--- src/rtl/fnsel_pkg.sv ---
package fnsel_pkg;
  localparam int CLS_W  = 2;
  localparam int POL_W  = 3;
  localparam int SEL_W  = 2;
  localparam int N_OPS  = 3;
  localparam int OP_A   = 0;
  localparam int OP_B   = 1;
  localparam int OP_C   = 2;

  typedef enum logic [CLS_W-1:0] {
    CLS_NUM  = 2'd0,
    CLS_QNAN = 2'd1,
    CLS_SNAN = 2'd2,
    CLS_RSVD = 2'd3
  } fclass_e;

  typedef enum logic [POL_W-1:0] {
    POL_Q0   = 3'd0,
    POL_Q1   = 3'd1,
    POL_Q2   = 3'd2,
    POL_Q3   = 3'd3,
    POL_Q4   = 3'd4,
    POL_Q5F  = 3'd5,
    POL_Q5L  = 3'd6,
    POL_FB   = 3'd7
  } policy_e;

  typedef enum logic [SEL_W-1:0] {
    SEL_A    = 2'd0,
    SEL_B    = 2'd1,
    SEL_C    = 2'd2,
    SEL_DFLT = 2'd3
  } sel_e;
endpackage

--- src/rtl/fnsel_decode.sv ---
module fnsel_decode
  import fnsel_pkg::*;
(
  input  logic [CLS_W-1:0] cls_i,
  output logic             nan_o,
  output logic             snan_o
);
  always_comb begin
    nan_o  = 1'b0;
    snan_o = 1'b0;
    case (cls_i)
      CLS_QNAN: nan_o = 1'b1;
      CLS_SNAN: begin
        nan_o  = 1'b1;
        snan_o = 1'b1;
      end
      default: ;
    endcase
  end
endmodule

--- src/rtl/fnsel_prio.sv ---
module fnsel_prio
  import fnsel_pkg::*;
(
  input  logic [N_OPS-1:0] nan_i,
  input  logic [N_OPS-1:0] snan_i,
  input  logic [POL_W-1:0] policy_i,
  input  logic             infzero_i,
  output logic [SEL_W-1:0] sel_o
);
  logic [N_OPS-1:0] qnan;
  assign qnan = nan_i & ~snan_i;

  always_comb begin
    sel_o = SEL_C;
    case (policy_e'(policy_i))
      POL_Q0: begin
        if (infzero_i && qnan[OP_C]) sel_o = SEL_DFLT;
        else if (snan_i[OP_C])       sel_o = SEL_C;
        else if (snan_i[OP_A])       sel_o = SEL_A;
        else if (snan_i[OP_B])       sel_o = SEL_B;
        else if (nan_i[OP_C])        sel_o = SEL_C;
        else if (nan_i[OP_A])        sel_o = SEL_A;
        else                         sel_o = SEL_B;
      end
      POL_Q1: begin
        if (infzero_i)               sel_o = SEL_DFLT;
        else if (snan_i[OP_A])       sel_o = SEL_A;
        else if (snan_i[OP_B])       sel_o = SEL_B;
        else if (snan_i[OP_C])       sel_o = SEL_C;
        else if (nan_i[OP_A])        sel_o = SEL_A;
        else if (nan_i[OP_B])        sel_o = SEL_B;
        else                         sel_o = SEL_C;
      end
      POL_Q2: begin
        if (infzero_i)               sel_o = SEL_C;
        else if (snan_i[OP_C])       sel_o = SEL_C;
        else if (snan_i[OP_A])       sel_o = SEL_A;
        else if (snan_i[OP_B])       sel_o = SEL_B;
        else if (nan_i[OP_C])        sel_o = SEL_C;
        else if (nan_i[OP_A])        sel_o = SEL_A;
        else                         sel_o = SEL_B;
      end
      POL_Q3: begin
        if (infzero_i)               sel_o = SEL_C;
        else if (nan_i[OP_A])        sel_o = SEL_A;
        else if (nan_i[OP_C])        sel_o = SEL_C;
        else                         sel_o = SEL_B;
      end
      POL_Q4: sel_o = SEL_DFLT;
      POL_Q5F: begin
        if (infzero_i)               sel_o = SEL_C;
        else if (nan_i[OP_A])        sel_o = SEL_A;
        else if (nan_i[OP_B])        sel_o = SEL_B;
        else                         sel_o = SEL_C;
      end
      POL_Q5L: begin
        if (infzero_i)               sel_o = SEL_C;
        else if (nan_i[OP_C])        sel_o = SEL_C;
        else if (nan_i[OP_B])        sel_o = SEL_B;
        else                         sel_o = SEL_A;
      end
      default: begin
        if (nan_i[OP_A])             sel_o = SEL_A;
        else if (nan_i[OP_B])        sel_o = SEL_B;
        else                         sel_o = SEL_C;
      end
    endcase
  end
endmodule

--- src/rtl/fnsel_flags.sv ---
module fnsel_flags
  import fnsel_pkg::*;
(
  input  logic [N_OPS-1:0] nan_i,
  input  logic [N_OPS-1:0] snan_i,
  input  logic [POL_W-1:0] policy_i,
  input  logic             infzero_i,
  output logic             inv_req_o,
  output logic             snan_inv_o
);
  always_comb begin
    case (policy_e'(policy_i))
      POL_Q0:  inv_req_o = infzero_i && nan_i[OP_C] && !snan_i[OP_C];
      POL_FB:  inv_req_o = 1'b0;
      default: inv_req_o = infzero_i;
    endcase
  end

  assign snan_inv_o = |snan_i;
endmodule

--- src/rtl/fnsel_top.sv ---
module fnsel_top
  import fnsel_pkg::*;
(
  input  logic             clk,
  input  logic             rst_n,
  input  logic [POL_W-1:0] policy_i,
  input  logic [CLS_W-1:0] cls_a_i,
  input  logic [CLS_W-1:0] cls_b_i,
  input  logic [CLS_W-1:0] cls_c_i,
  input  logic             infzero_i,
  output logic [SEL_W-1:0] sel_o,
  output logic             inv_req_o,
  output logic             snan_inv_o
);
  // reset release synchronizer
  logic rst_meta, rst_q;
  always_ff @(posedge clk or negedge rst_n) begin
    if (!rst_n) begin
      rst_meta <= 1'b0;
      rst_q    <= 1'b0;
    end else begin
      rst_meta <= 1'b1;
      rst_q    <= rst_meta;
    end
  end

  logic [CLS_W-1:0] cls_vec [N_OPS];
  assign cls_vec[OP_A] = cls_a_i;
  assign cls_vec[OP_B] = cls_b_i;
  assign cls_vec[OP_C] = cls_c_i;

  logic [N_OPS-1:0] nan_v, snan_v;
  for (genvar g = 0; g < N_OPS; g++) begin : g_dec
    fnsel_decode u_dec (
      .cls_i  (cls_vec[g]),
      .nan_o  (nan_v[g]),
      .snan_o (snan_v[g])
    );
  end

  logic [SEL_W-1:0] sel_d;
  logic             inv_d, snan_d;

  fnsel_prio u_prio (
    .nan_i     (nan_v),
    .snan_i    (snan_v),
    .policy_i  (policy_i),
    .infzero_i (infzero_i),
    .sel_o     (sel_d)
  );

  fnsel_flags u_flags (
    .nan_i      (nan_v),
    .snan_i     (snan_v),
    .policy_i   (policy_i),
    .infzero_i  (infzero_i),
    .inv_req_o  (inv_d),
    .snan_inv_o (snan_d)
  );

  // output register, enabled once reset is released
  logic             out_en;
  logic [SEL_W-1:0] sel_q;
  logic             inv_q, snan_q;
  assign out_en = rst_q;

  always_ff @(posedge clk or negedge rst_n) begin
    if (!rst_n) begin
      sel_q  <= '0;
      inv_q  <= 1'b0;
      snan_q <= 1'b0;
    end else if (out_en) begin
      sel_q  <= sel_d;
      inv_q  <= inv_d;
      snan_q <= snan_d;
    end
  end

  assign sel_o      = sel_q;
  assign inv_req_o  = inv_q;
  assign snan_inv_o = snan_q;


  q4_dflt_chk: assert property (@(posedge clk) disable iff (!rst_n)
    ($past(rst_q) && $past(policy_i) == POL_Q4) |-> (sel_q == SEL_DFLT));


  iz_passc_chk: assert property (@(posedge clk) disable iff (!rst_n)
    ($past(rst_q) && $past(infzero_i) &&
     ($past(policy_i) == POL_Q2 || $past(policy_i) == POL_Q3 ||
      $past(policy_i) == POL_Q5F || $past(policy_i) == POL_Q5L))
    |-> (sel_q == SEL_C && inv_q));


  fb_noinv_chk: assert property (@(posedge clk) disable iff (!rst_n)
    ($past(rst_q) && $past(policy_i) == POL_FB) |-> !inv_q);


  dflt_only_chk: assert property (@(posedge clk) disable iff (!rst_n)
    ($past(rst_q) && sel_q == SEL_DFLT) |->
    ($past(policy_i) == POL_Q0 || $past(policy_i) == POL_Q1 ||
     $past(policy_i) == POL_Q4));


  snan_seen_chk: assert property (@(posedge clk) disable iff (!rst_n)
    ($past(rst_q) && ($past(cls_a_i) == CLS_SNAN || $past(cls_b_i) == CLS_SNAN ||
                      $past(cls_c_i) == CLS_SNAN)) |-> snan_q);


  rst_quiet_chk: assert property (@(posedge clk) disable iff (!rst_n)
    !rst_q |-> (sel_q == '0 && !inv_q && !snan_q));
endmodule

--- config.mk ---
export PLATFORM = sky130hd
export DESIGN_NAME = fnsel_top
export DESIGN_NICKNAME = d
export VERILOG_FILES = /design/src/rtl/fnsel_pkg.sv /design/src/rtl/fnsel_decode.sv /design/src/rtl/fnsel_prio.sv /design/src/rtl/fnsel_flags.sv /design/src/rtl/fnsel_top.sv
export SDC_FILE = /design/constraint.sdc
export NUM_CORES = 1
export LEC_CHECK = 0
export BUFFER_PORTS_ARGS = -buffer_cell sky130_fd_sc_hd__buf_2
export CORE_MARGIN = 3
export CORE_UTILIZATION = 40
export DETAILED_ROUTE_END_ITERATION = 7
export PLACE_DENSITY_LB_ADDON = 0.1
export SLEW_MARGIN = 40
export SYNTH_ARGS = -nofsm -noshare
export SYNTH_HDL_FRONTEND = slang
export SYNTH_SLANG_ARGS = --single-unit
--- constraint.sdc ---
create_clock -name clk -period 2.06 [get_ports clk]
set_input_delay 0.309 -clock clk [delete_from_list [all_inputs] [get_ports clk]]
set_output_delay 0.309 -clock clk [all_outputs]
set_load 0.02 [all_outputs]
==> reports/metrics.json, run 1 <==
{
  "synth_area_per_cell_um2": 8.57,
  "cellPowerDensity_nw_per_um2": 546,
  "detail_route.wl_per_cell_um": 13.0,
  "top_cell_type_by_total_area_after_synthesis": "sky130_fd_sc_hd__dfrtp_1",
  "place_area_um2": 652,
  "total_power_uw": 374,
  "grt_pass1_wl_um": 2130,
  "mean_number_of_vias_per_cell": 5.69,
  "drtAntennaViolNets": 0,
  "synth-edff-count": 0,
  "pin_count_of_the_biggest_net_entering_global_routing": 12,
  "fin_util": 0.513,
  "worst_skew_pair.late_latency_ns": 0.25,
  "io_buffers": 15,
  "drt_pass1_iterations": 4,
  "number_of_vias_after_detailed_routing": 569,
  "grt_setup_unrepaired": "no",
  "finalSetupTns_ns": 0,
  "global_route.usage.total": 0.146,
  "library_cells_used_by_synthesis": 36,
  "irDropWorstVdd_mv": 0.434,
  "areaGrowthSynthToFinish_pct": 17.4,
  "num_antenna_cells": 0,
  "worst-endpoint-required_ns": 2.25,
  "cts_tree": "built",
  "timing_max_transition_violations_final": 0,
  "critPathLaunchType": "primary input",
  "status": "completed",
  "clock_path_buffers": 2,
  "cp.arrival_ns": 1.80,
  "gp_routability_congestion": 0.761,
  "finalInstanceArea_um2": 684,
  "critPathMaxFanout": 6,
  "critical_path.endpoint_type": "flop",
  "fraction_of_the_cycle_the_final_worst_path_needs": 0.781,
  "postSynthRegisterBits": 6,
  "fmax_ghz": 0.622,
  "dp_hpwl_um": 995,
  "via_count_of_the_first_global_routing_pass": 502,
  "worstSetupPathType": "in -> reg",
  "finClkSkew_ns": 0.00820,
  "finalWorstSetupSlack_ns": 0.452,
  "grt_antenna_before_repair": 0,
  "htree_num_levels": 1,
  "post_cts_resized": 0,
  "ys_seq_area_frac": 0.258,
  "fp.dieW_um": 44.2,
  "critPathMaxStageDelay_ns": 0.51,
  "route.detailed.drc": 0,
  "total_leakage_power_nw": 0.331,
  "drt_first_iter_violations": 10,
  "synthCells": 68,
  "netlist.area_leader.share": 0.258,
  "yosysWarningCount": 0,
  "leading_post_synthesis_cells_by_cell_area": "sky130_fd_sc_hd__dfrtp_1 26%, sky130_fd_sc_hd__ha_1 11%, sky130_fd_sc_hd__a21oi_1 6.0%, sky130_fd_sc_hd__inv_1 4.5%, sky130_fd_sc_hd__nor2_1 3.2%",
  "cts_inserted_buffers": 3,
  "cts.root.buffer_cell": "sky130_fd_sc_hd__clkbuf_4",
  "crit_chain": "buf_2 > inv_1 > ha_1 > or2_1 > or4_1 > a21oi_1 > o221a_1",
  "setup_viol": 0,
  "die_area_um2": 1950,
  "die_h_um": 44.2,
  "asyncSetResetFlopFracSynth": 1.00,
  "finalNetCount": 104,
  "starting_utilization_of_the_core_area": 0.437,
  "synth_top_flop_cell": "sky130_fd_sc_hd__dfrtp_1",
  "route.final.wire_length_um": 1300,
  "synth_cell_area_um2": 583,
  "holdCritPathClass": "reg -> reg",
  "clk_pin_slew_ns": 0.05,
  "max_cap_viol_count": 0,
  "postSynthNetCount": 85,
  "gr-total-overflow": 0,
  "pin_count": 16,
  "post-route-min-period_ns": 1.61,
  "clock_sink_count": 6,
  "num_rows": 13,
  "layout-drive-gt1-share": 0.259,
  "placement.setup.worst_slack_ns": 0.196,
  "core_um2": 1330,
  "cp_slowest_cell": "sky130_fd_sc_hd__or4_1",
  "ys_top_cells_by_count": "7 x sky130_fd_sc_hd__a21oi_1, 7 x sky130_fd_sc_hd__inv_1, 6 x sky130_fd_sc_hd__dfrtp_1",
  "final_hold_violating_endpoints": 0
}
[metal layers]
layer	track usage	routed length, µm
met5	0	0
met4	0.0181	0
met3	0.0610	100
met2	0.206	522
met1	0.213	673
[cell type report]
| cell class | count | area, µm² |
|---|---|---|
| Sequential cell | 6 | 150 |
| Clock buffer | 3 | 22.5 |
| Timing Repair Buffer | 17 | 92.6 |
| Fill cell | 153 | 649 |
| Inverter | 7 | 26.3 |
| Tap cell | 15 | 18.8 |
| Multi-Input combinational cell | 52 | 374 |
[through the flow]
step	cells	hold slack [ns]
after detailed placement	96	0.140
final	100	0.333
after CTS	100	0.341
after global placement	96	0.136
after global routing	100	0.352
after floorplan	68	0.0134
[cell families after synthesis]
group	share of synthesized area
other cells	0.00643
flops	0.258
buf+inv	0.101
compound gates	0.283
fa+ha+maj	0.107
simple gates	0.245
[layout by cell type, fill, tap and decap left out, drive strengths merged]
cell,instances
nor2b,2
o21ai,3
buf,16
dlygate4sd3,1
inv,7
nand2,1
nor2,5
a2bb2oi,1
o211a,1
nor3b,2
and3,1
or3,1
o311a,1
or4,1
or2b,1
or2,1
o41ai,1
o221a,1
o21a,1
and2b,1
nor4b,1
a211oi,1
a211o,1
ha,5
o2111ai,1
a21oi,7
nand3,2
dfrtp,6
and3b,1
o221ai,1
nand4b,1
clkbuf,3
o211ai,2
o32ai,1
conb,1
nand2b,2
[final timing paths]
kind | cells after the start | slack, ns | start | to
min in group asynchronous | 2 | 0.41 | rst_n | snan_inv_o$_DFFE_PN0P_
setup / recovery | 7 | 0.45 | cls_c_i[0] | sel_o[0]$_DFFE_PN0P_
max in group asynchronous | 2 | 1.50 | rst_n | inv_req_o$_DFFE_PN0P_
setup reg to reg | 2 | 1.06 | out_en$_DFF_PN0_ | sel_o[0]$_DFFE_PN0P_
hold reg to reg | 0 | 0.33 | rst_meta$_DFF_PN0_ | out_en$_DFF_PN0_
hold / removal | 0 | 0.33 | rst_meta$_DFF_PN0_ | out_en$_DFF_PN0_
[critical path: cells and delay by family]
kind | cells | cell delay, ns
simple gates | 2 | 0.77
fa+ha+maj | 1 | 0.26
compound gates | 2 | 0.33
buf+inv | 2 | 0.13
[registers in the layout, indices dropped and copies added, names as in the netlist]
signal      cells
inv_req_o       1
sel_o           2
out_en          1
rst_meta        1
snan_inv_o      1
[power breakdown]
group	total (mW)	internal [mW]	switching (mW)
clock	0.109	0.0660	0.0435
sequential	0.137	0.130	0.00701
combinational	0.127	0.0561	0.0709
total	0.374	0.252	0.121
[what timing repair did]
action,in CTS,in global routing
hold buffers,1,0
setup buffers,0,0
endpoints found under the hold margin,6,0
Note: power is estimated with default switching activity, not from simulation.
==> inputs of run 2 (changes only) <==
- ABC_AREA: not set -> 1
- clock period: 2.06 -> 1.4 ns (I/O delays scaled with it)
==> reports/metrics.json, run 2 <==
{
  "place_area_um2": 674,
  "mean_number_of_vias_per_cell": 4.61,
  "worst_skew_pair.late_latency_ns": 0.25,
  "pin_count": 16,
  "max_cap_viol_count": 0,
  "worstSetupPathType": "in -> reg",
  "final_hold_violating_endpoints": 0,
  "route.detailed.drc": 0,
  "finClkSkew_ns": 0.00758,
  "netlist.area_leader.share": 0.259,
  "commonest_non_fill_non_tap_cell_in_the_layout": "sky130_fd_sc_hd__nand2_1",
  "clkPwrFrac": 0.299,
  "post-route-min-period_ns": 1.19,
  "library_cells_used_by_synthesis": 11,
  "synth-edff-count": 0,
  "num_antenna_cells": 0,
  "ys_seq_area_frac": 0.259,
  "status": "completed",
  "final_cell_mix": "38 x sky130_fd_sc_hd__nand2_1, 21 x sky130_fd_sc_hd__inv_1, 15 x sky130_fd_sc_hd__nor2_1, 15 x sky130_fd_sc_hd__buf_2, 7 x sky130_fd_sc_hd__nand3_1",
  "core_um2": 1330,
  "worst-endpoint-required_ns": 1.54,
  "cellPowerDensity_nw_per_um2": 770,
  "clock_sink_count": 6,
  "critPathMaxFanout": 4,
  "critical_path.endpoint_type": "flop",
  "switchingPower_uw": 189,
  "areaGrowthSynthToFinish_pct": 21.8,
  "via_count_of_the_first_global_routing_pass": 516,
  "fp.dieW_um": 44.1,
  "drt_pass1_iterations": 4,
  "fmax_ghz": 0.840,
  "die_area_um2": 1940,
  "irDropWorstVdd_mv": 0.418,
  "finalSetupTns_ns": 0,
  "combinationalPowerShare": 0.334,
  "detail_route.wl_per_cell_um": 8.76,
  "global_route.usage.total": 0.142,
  "die_h_um": 44.1,
  "layout.cells.non_filler": 137,
  "fraction_of_the_cycle_the_final_worst_path_needs": 0.850,
  "pin_count_of_the_biggest_net_entering_global_routing": 8,
  "synth_cell_area_um2": 581,
  "finalNetCount": 141,
  "cp.arrival_ns": 1.33,
  "cts.root.buffer_cell": "sky130_fd_sc_hd__clkbuf_4",
  "fin_util": 0.530,
  "io_buffers": 15,
  "drtAntennaViolNets": 0,
  "postSynthRegisterBits": 6,
  "grt_pass1_wl_um": 2060,
  "route.final.wire_length_um": 1200,
  "leading_post_synthesis_cells_by_cell_area": "sky130_fd_sc_hd__dfrtp_1 26%, sky130_fd_sc_hd__nand2_1 25%, sky130_fd_sc_hd__inv_1 14%, sky130_fd_sc_hd__ha_1 11%, sky130_fd_sc_hd__nor2_1 9.7%",
  "starting_utilization_of_the_core_area": 0.435,
  "top_cell_type_by_total_area_after_synthesis": "sky130_fd_sc_hd__dfrtp_1",
  "clock_path_buffers": 2,
  "setup_viol": 0,
  "synthCells": 103,
  "largest_register_ffs": 2,
  "grt_setup_unrepaired": "no",
  "synth_area_per_cell_um2": 5.64,
  "finalWorstSetupSlack_ns": 0.210,
  "synth_top_flop_cell": "sky130_fd_sc_hd__dfrtp_1",
  "number_of_vias_after_detailed_routing": 632,
  "critPathLaunchType": "primary input",
  "sw_frac_of_total": 0.347,
  "placement.setup.worst_slack_ns": -0.0340,
  "gp_routability_congestion": 0.862,
  "total_leakage_power_nw": 0.456,
  "clk_pin_slew_ns": 0.05,
  "yosysWarningCount": 0,
  "power.share.sequential": 0.367,
  "layout-drive-gt1-share": 0.148,
  "post_cts_resized": 0,
  "ys_top_cells_by_count": "38 x sky130_fd_sc_hd__nand2_1, 21 x sky130_fd_sc_hd__inv_1, 15 x sky130_fd_sc_hd__nor2_1",
  "gr-total-overflow": 0,
  "timing_max_transition_violations_final": 0,
  "dp_hpwl_um": 1010,
  "cts_tree": "built",
  "timing.hold.ws_ns": 0.291,
  "postSynthNetCount": 120,
  "htree_num_levels": 1,
  "cts_inserted_buffers": 3,
  "asyncSetResetFlopFracSynth": 1.00,
  "holdCritPathClass": "in -> reg",
  "total_power_uw": 544,
  "grt_antenna_before_repair": 0,
  "yosysMostFrequentCell": "sky130_fd_sc_hd__nand2_1",
  "finalInstanceArea_um2": 707,
  "drt_first_iter_violations": 23,
  "num_rows": 13,
  "place_inst": 133,
  "power.internal_uw": 355
}
==> run 2: cell types whose count changed in the layout (fill, tap and decap cells not counted), sizes merged, moves of 3 or more <==
| cell | previous run | this run |
|---|---|---|
| a21oi | 7 | 4 |
| inv | 7 | 21 |
| nand2 | 1 | 38 |
| nand3 | 2 | 7 |
| nor2 | 5 | 15 |
==> run 2: power groups by stage <==
stage / clock [mW] / combinational, mW / sequential (mW)
6_report: 0.163 / 0.182 / 0.200
5_1_grt: 0.177 / 0.210 / 0.202
4_1_cts: 0.167 / 0.182 / 0.200
3_5_place_dp: 0 / 0.179 / 0.202
3_3_place_gp: 0 / 0.181 / 0.202
2_1_floorplan: 0 / 0.0992 / 0.221
==> run 2: kinds of logic (layout without fill, tap and decap cells) <==
logic type                 Yosys count  in the layout  share of synthesized area
DFF                                  6              6                      0.259
and+or+nand+nor                     61             61                      0.412
other                                1              1                    0.00646
buffers and inverters               21             40                      0.136
AOI/OAI and AO/OA                    9              9                     0.0798
adders and majority gates            5              5                      0.108
==> run 2: per-layer routing <==
layer,GRT usage,routed length (µm),vias up
li1,-,-,349
met1,0.196,572,257
met2,0.212,529,26
met3,0.0610,98,0
met4,0.0181,0,0
met5,0,0,-
==> run 2: worst paths after layout <==
path / to / cells past startpoint / from / slack [ns]
max reg2reg: sel_o[0]$_DFFE_PN0P_ / 4 / out_en$_DFF_PN0_ / 0.59
max: sel_o[1]$_DFFE_PN0P_ / 12 / cls_c_i[0] / 0.21
max in group asynchronous: snan_inv_o$_DFFE_PN0P_ / 2 / rst_n / 0.94
min in group asynchronous: sel_o[1]$_DFFE_PN0P_ / 2 / rst_n / 0.31
min reg2reg: out_en$_DFF_PN0_ / 0 / rst_meta$_DFF_PN0_ / 0.35
min: inv_req_o$_DFFE_PN0P_ / 3 / infzero_i / 0.29
==> run 2: what timing repair did <==
| item | CTS | global route |
|---|---|---|
| buffers inserted | 0 | 0 |
| hold buffers | 1 | 0 |
| hold endpoints to repair | 6 | 0 |
==> run 2: final cells by class <==
cell class | instances | area, µm²
fillers | 148 | 627
multi-input cells | 76 | 352
flip-flops and latches | 6 | 150
repair buffers | 16 | 85.1
inverters | 21 | 78.8
clock buffers | 3 | 22.5
well taps | 15 | 18.8
==> run 2: critical path: stages <==
cell                      delay, ns
sky130_fd_sc_hd__buf_2         0.09
sky130_fd_sc_hd__inv_1         0.04
sky130_fd_sc_hd__ha_1          0.32
sky130_fd_sc_hd__inv_1         0.07
sky130_fd_sc_hd__nor2_1        0.14
sky130_fd_sc_hd__nand2_1       0.07
sky130_fd_sc_hd__nand2_1       0.06
sky130_fd_sc_hd__nand3_1       0.06
sky130_fd_sc_hd__nor2_1        0.11
sky130_fd_sc_hd__nand2_1       0.06
sky130_fd_sc_hd__nand2_1       0.06
sky130_fd_sc_hd__nand2_1       0.05
==> inputs of run 3 (changes only) <==
- clock period: 1.4 -> 1 ns (I/O delays scaled with it)
==> reports/metrics.json, run 3 (synthesis gave the netlist of run 2 again) <==
{
  "total_power_uw": 839,
  "fraction_of_the_cycle_the_final_worst_path_needs": 1.01,
  "fillCellCount": 126,
  "starting_utilization_of_the_core_area": 0.435,
  "post-route-min-period_ns": 1.01,
  "htree_num_levels": 1,
  "fmax_ghz": 0.987,
  "setup_viol": 1,
  "worstPathBufferInverterCount": 2,
  "finalNetCount": 150,
  "commonest_non_fill_non_tap_cell_in_the_layout": "sky130_fd_sc_hd__nand2_1",
  "critPathMaxStageDelay_ns": 0.29,
  "dp_hpwl_um": 1140,
  "finalWorstSetupSlack_ns": -0.0127,
  "final_hold_violating_endpoints": 0,
  "timing_max_transition_violations_final": 0,
  "grt_antenna_before_repair": 0,
  "areaGrowthSynthToFinish_pct": 50.0,
  "die_area_um2": 1940,
  "gr-total-overflow": 0,
  "drt_first_iter_violations": 17,
  "worst-endpoint-required_ns": 1.17,
  "via_count_of_the_first_global_routing_pass": 614,
  "io_buffers": 15,
  "cp.arrival_ns": 1.18,
  "holdCritPathClass": "in -> async",
  "detail_route.wl_per_cell_um": 9.44,
  "combinationalPowerShare": 0.424,
  "drt_pass1_iterations": 4,
  "clock_path_buffers": 2,
  "worstReg2RegEnd": "sel_o[0]$_DFFE_PN0P_",
  "layout.area.seq_um2": 150,
  "grt_setup_unrepaired": "yes",
  "critical_path.endpoint_type": "flop",
  "switchingPower_uw": 280,
  "mean_number_of_vias_per_cell": 4.58,
  "drtAntennaViolNets": 0,
  "cts_tree": "built",
  "worst_skew_pair.late_latency_ns": 0.23,
  "num_antenna_cells": 0,
  "critical_path_s_top_delay_family": "simple AND/OR/NAND/NOR gates",
  "num_rows": 13,
  "critPathMaxFanout": 4,
  "critPathLaunchType": "primary input",
  "worst-r2r-cell-count": 4,
  "pin_count": 16,
  "worstSetupPathType": "in -> reg",
  "max_cap_viol_count": 0,
  "die_h_um": 44.1,
  "critical_path.most_common_cell": "sky130_fd_sc_hd__nand2_1",
  "fp.dieW_um": 44.1,
  "route.detailed.drc": 0,
  "cellPowerDensity_nw_per_um2": 963,
  "finClkSkew_ns": 0.00150,
  "clock_sink_count": 6,
  "irDropWorstVdd_mv": 0.778,
  "startpoint_of_the_most_critical_register_to_register_path": "out_en$_DFF_PN0_",
  "global_route.usage.total": 0.161,
  "number_of_vias_after_detailed_routing": 668,
  "power.internal_uw": 559,
  "gp_routability_congestion": 0.843,
  "cts_inserted_buffers": 3,
  "layout-drive-gt1-share": 0.336,
  "pin_count_of_the_biggest_net_entering_global_routing": 8,
  "power.share.sequential": 0.334,
  "core_um2": 1330,
  "status": "finished, violations left",
  "failed_checks": "setup timing",
  "multiInputGateArea_um2": 424,
  "total_leakage_power_nw": 0.508,
  "grt_pass1_wl_um": 2330,
  "largest_register_ffs": 2,
  "crit_chain": "buf_2 > ha_4 > inv_2 > nor2_4 > nand2_1 > a21oi_1 > nor2_2 > nand2_1 > nand2_1 > nand2_1",
  "clkPwrFrac": 0.243,
  "finalSetupTns_ns": -0.0127,
  "sw_frac_of_total": 0.334,
  "final_cell_mix": "33 x sky130_fd_sc_hd__nand2_1, 15 x sky130_fd_sc_hd__inv_1, 13 x sky130_fd_sc_hd__buf_2",
  "route.final.wire_length_um": 1380,
  "layout.cells.non_filler": 146,
  "cp_slowest_cell": "sky130_fd_sc_hd__ha_4",
  "place_inst": 142,
  "minimum_setup_slack_among_reg_to_reg_paths_ns": 0.18,
  "cts.root.buffer_cell": "sky130_fd_sc_hd__clkbuf_4",
  "clk_pin_slew_ns": 0.04
}
==> run 3: cell count changes in the layout (fill, tap and decap cells not counted), moves of 2 or more <==
cell | previous run | this run
sky130_fd_sc_hd__inv_1 | 21 | 15
sky130_fd_sc_hd__ha_1 | 5 | 2
sky130_fd_sc_hd__buf_2 | 15 | 13
sky130_fd_sc_hd__nand2_1 | 38 | 33
sky130_fd_sc_hd__nor2_4 | 0 | 2
sky130_fd_sc_hd__nand2_2 | 0 | 4
sky130_fd_sc_hd__ha_4 | 0 | 3
sky130_fd_sc_hd__buf_4 | 0 | 9
sky130_fd_sc_hd__nor2_1 | 15 | 12
sky130_fd_sc_hd__inv_2 | 0 | 5
==> run 3: worst register-to-register path, stage by stage (launching register included) <==
cell and delay [ns]:
sky130_fd_sc_hd__dfrtp_1 0.39, sky130_fd_sc_hd__inv_1 0.13, sky130_fd_sc_hd__a21oi_1 0.05, sky130_fd_sc_hd__nand2_1 0.07, sky130_fd_sc_hd__nand2_1 0.06
==> run 3: power groups by stage <==
stage	clock network [mW]	registers [mW]	logic, mW
after floorplan	0	0.309	0.158
after global routing	0.230	0.283	0.396
final	0.203	0.280	0.355
after detailed placement	0	0.284	0.313
after CTS	0.217	0.281	0.325
after global placement	0	0.283	0.310
==> run 3: layer usage <==
layer	share of wire	GRT usage	up-vias
li1	-	-	364
met1	0.49	0.198	292
met2	0.49	0.265	12
met3	0.021	0.0244	0
met4	0	0.0904	0
met5	0	0	-
==> run 3: how the worst max path moves through the flow <==
stage | slack, ns | from | cells past startpoint | to
after CTS | 0.01 | cls_c_i[0] | 12 | sel_o[1]$_DFFE_PN0P_
after global placement | -0.27 | cls_c_i[0] | 13 | sel_o[0]$_DFFE_PN0P_
final | -0.01 | cls_c_i[1] | 10 | sel_o[0]$_DFFE_PN0P_
after global routing | -0.09 | cls_c_i[1] | 11 | sel_o[1]$_DFFE_PN0P_
after floorplan | -0.04 | cls_c_i[0] | 11 | sel_o[1]$_DFFE_PN0P_
after detailed placement | -0.30 | cls_c_i[0] | 12 | sel_o[1]$_DFFE_PN0P_
==> run 3: timing repair <==
action                                  in CTS  in global routing
hold buffers                                 1                  0
pin swaps                                    2                  8
endpoints found under the setup margin       2                  2
buffers inserted                             0                  0
gates resized for setup                      3                 14
hold endpoints to repair                     6                  0
==> run 3: layout make-up <==
class	count	share of cell area
multi-input cells	76	0.487
well taps	15	0.0216
flip-flops and latches	6	0.172
repair buffers	25	0.194
inverters	21	0.0991
clock buffers	3	0.0259
==> run 3: per-stage QoR <==
step | cell area (µm²) | hold slack [ns] | utilization | worst slack (ns)
detailed placement | 790 | -0.0234 | 0.592 | -0.303
global route | 871 | 0.269 | 0.653 | -0.0898
finish | 871 | 0.278 | 0.653 | -0.0127
CTS | 830 | 0.251 | 0.622 | 0.0126
floorplan | 628 | -0.146 | - | -0.0450
global placement | 790 | -0.0246 | 0.592 | -0.266
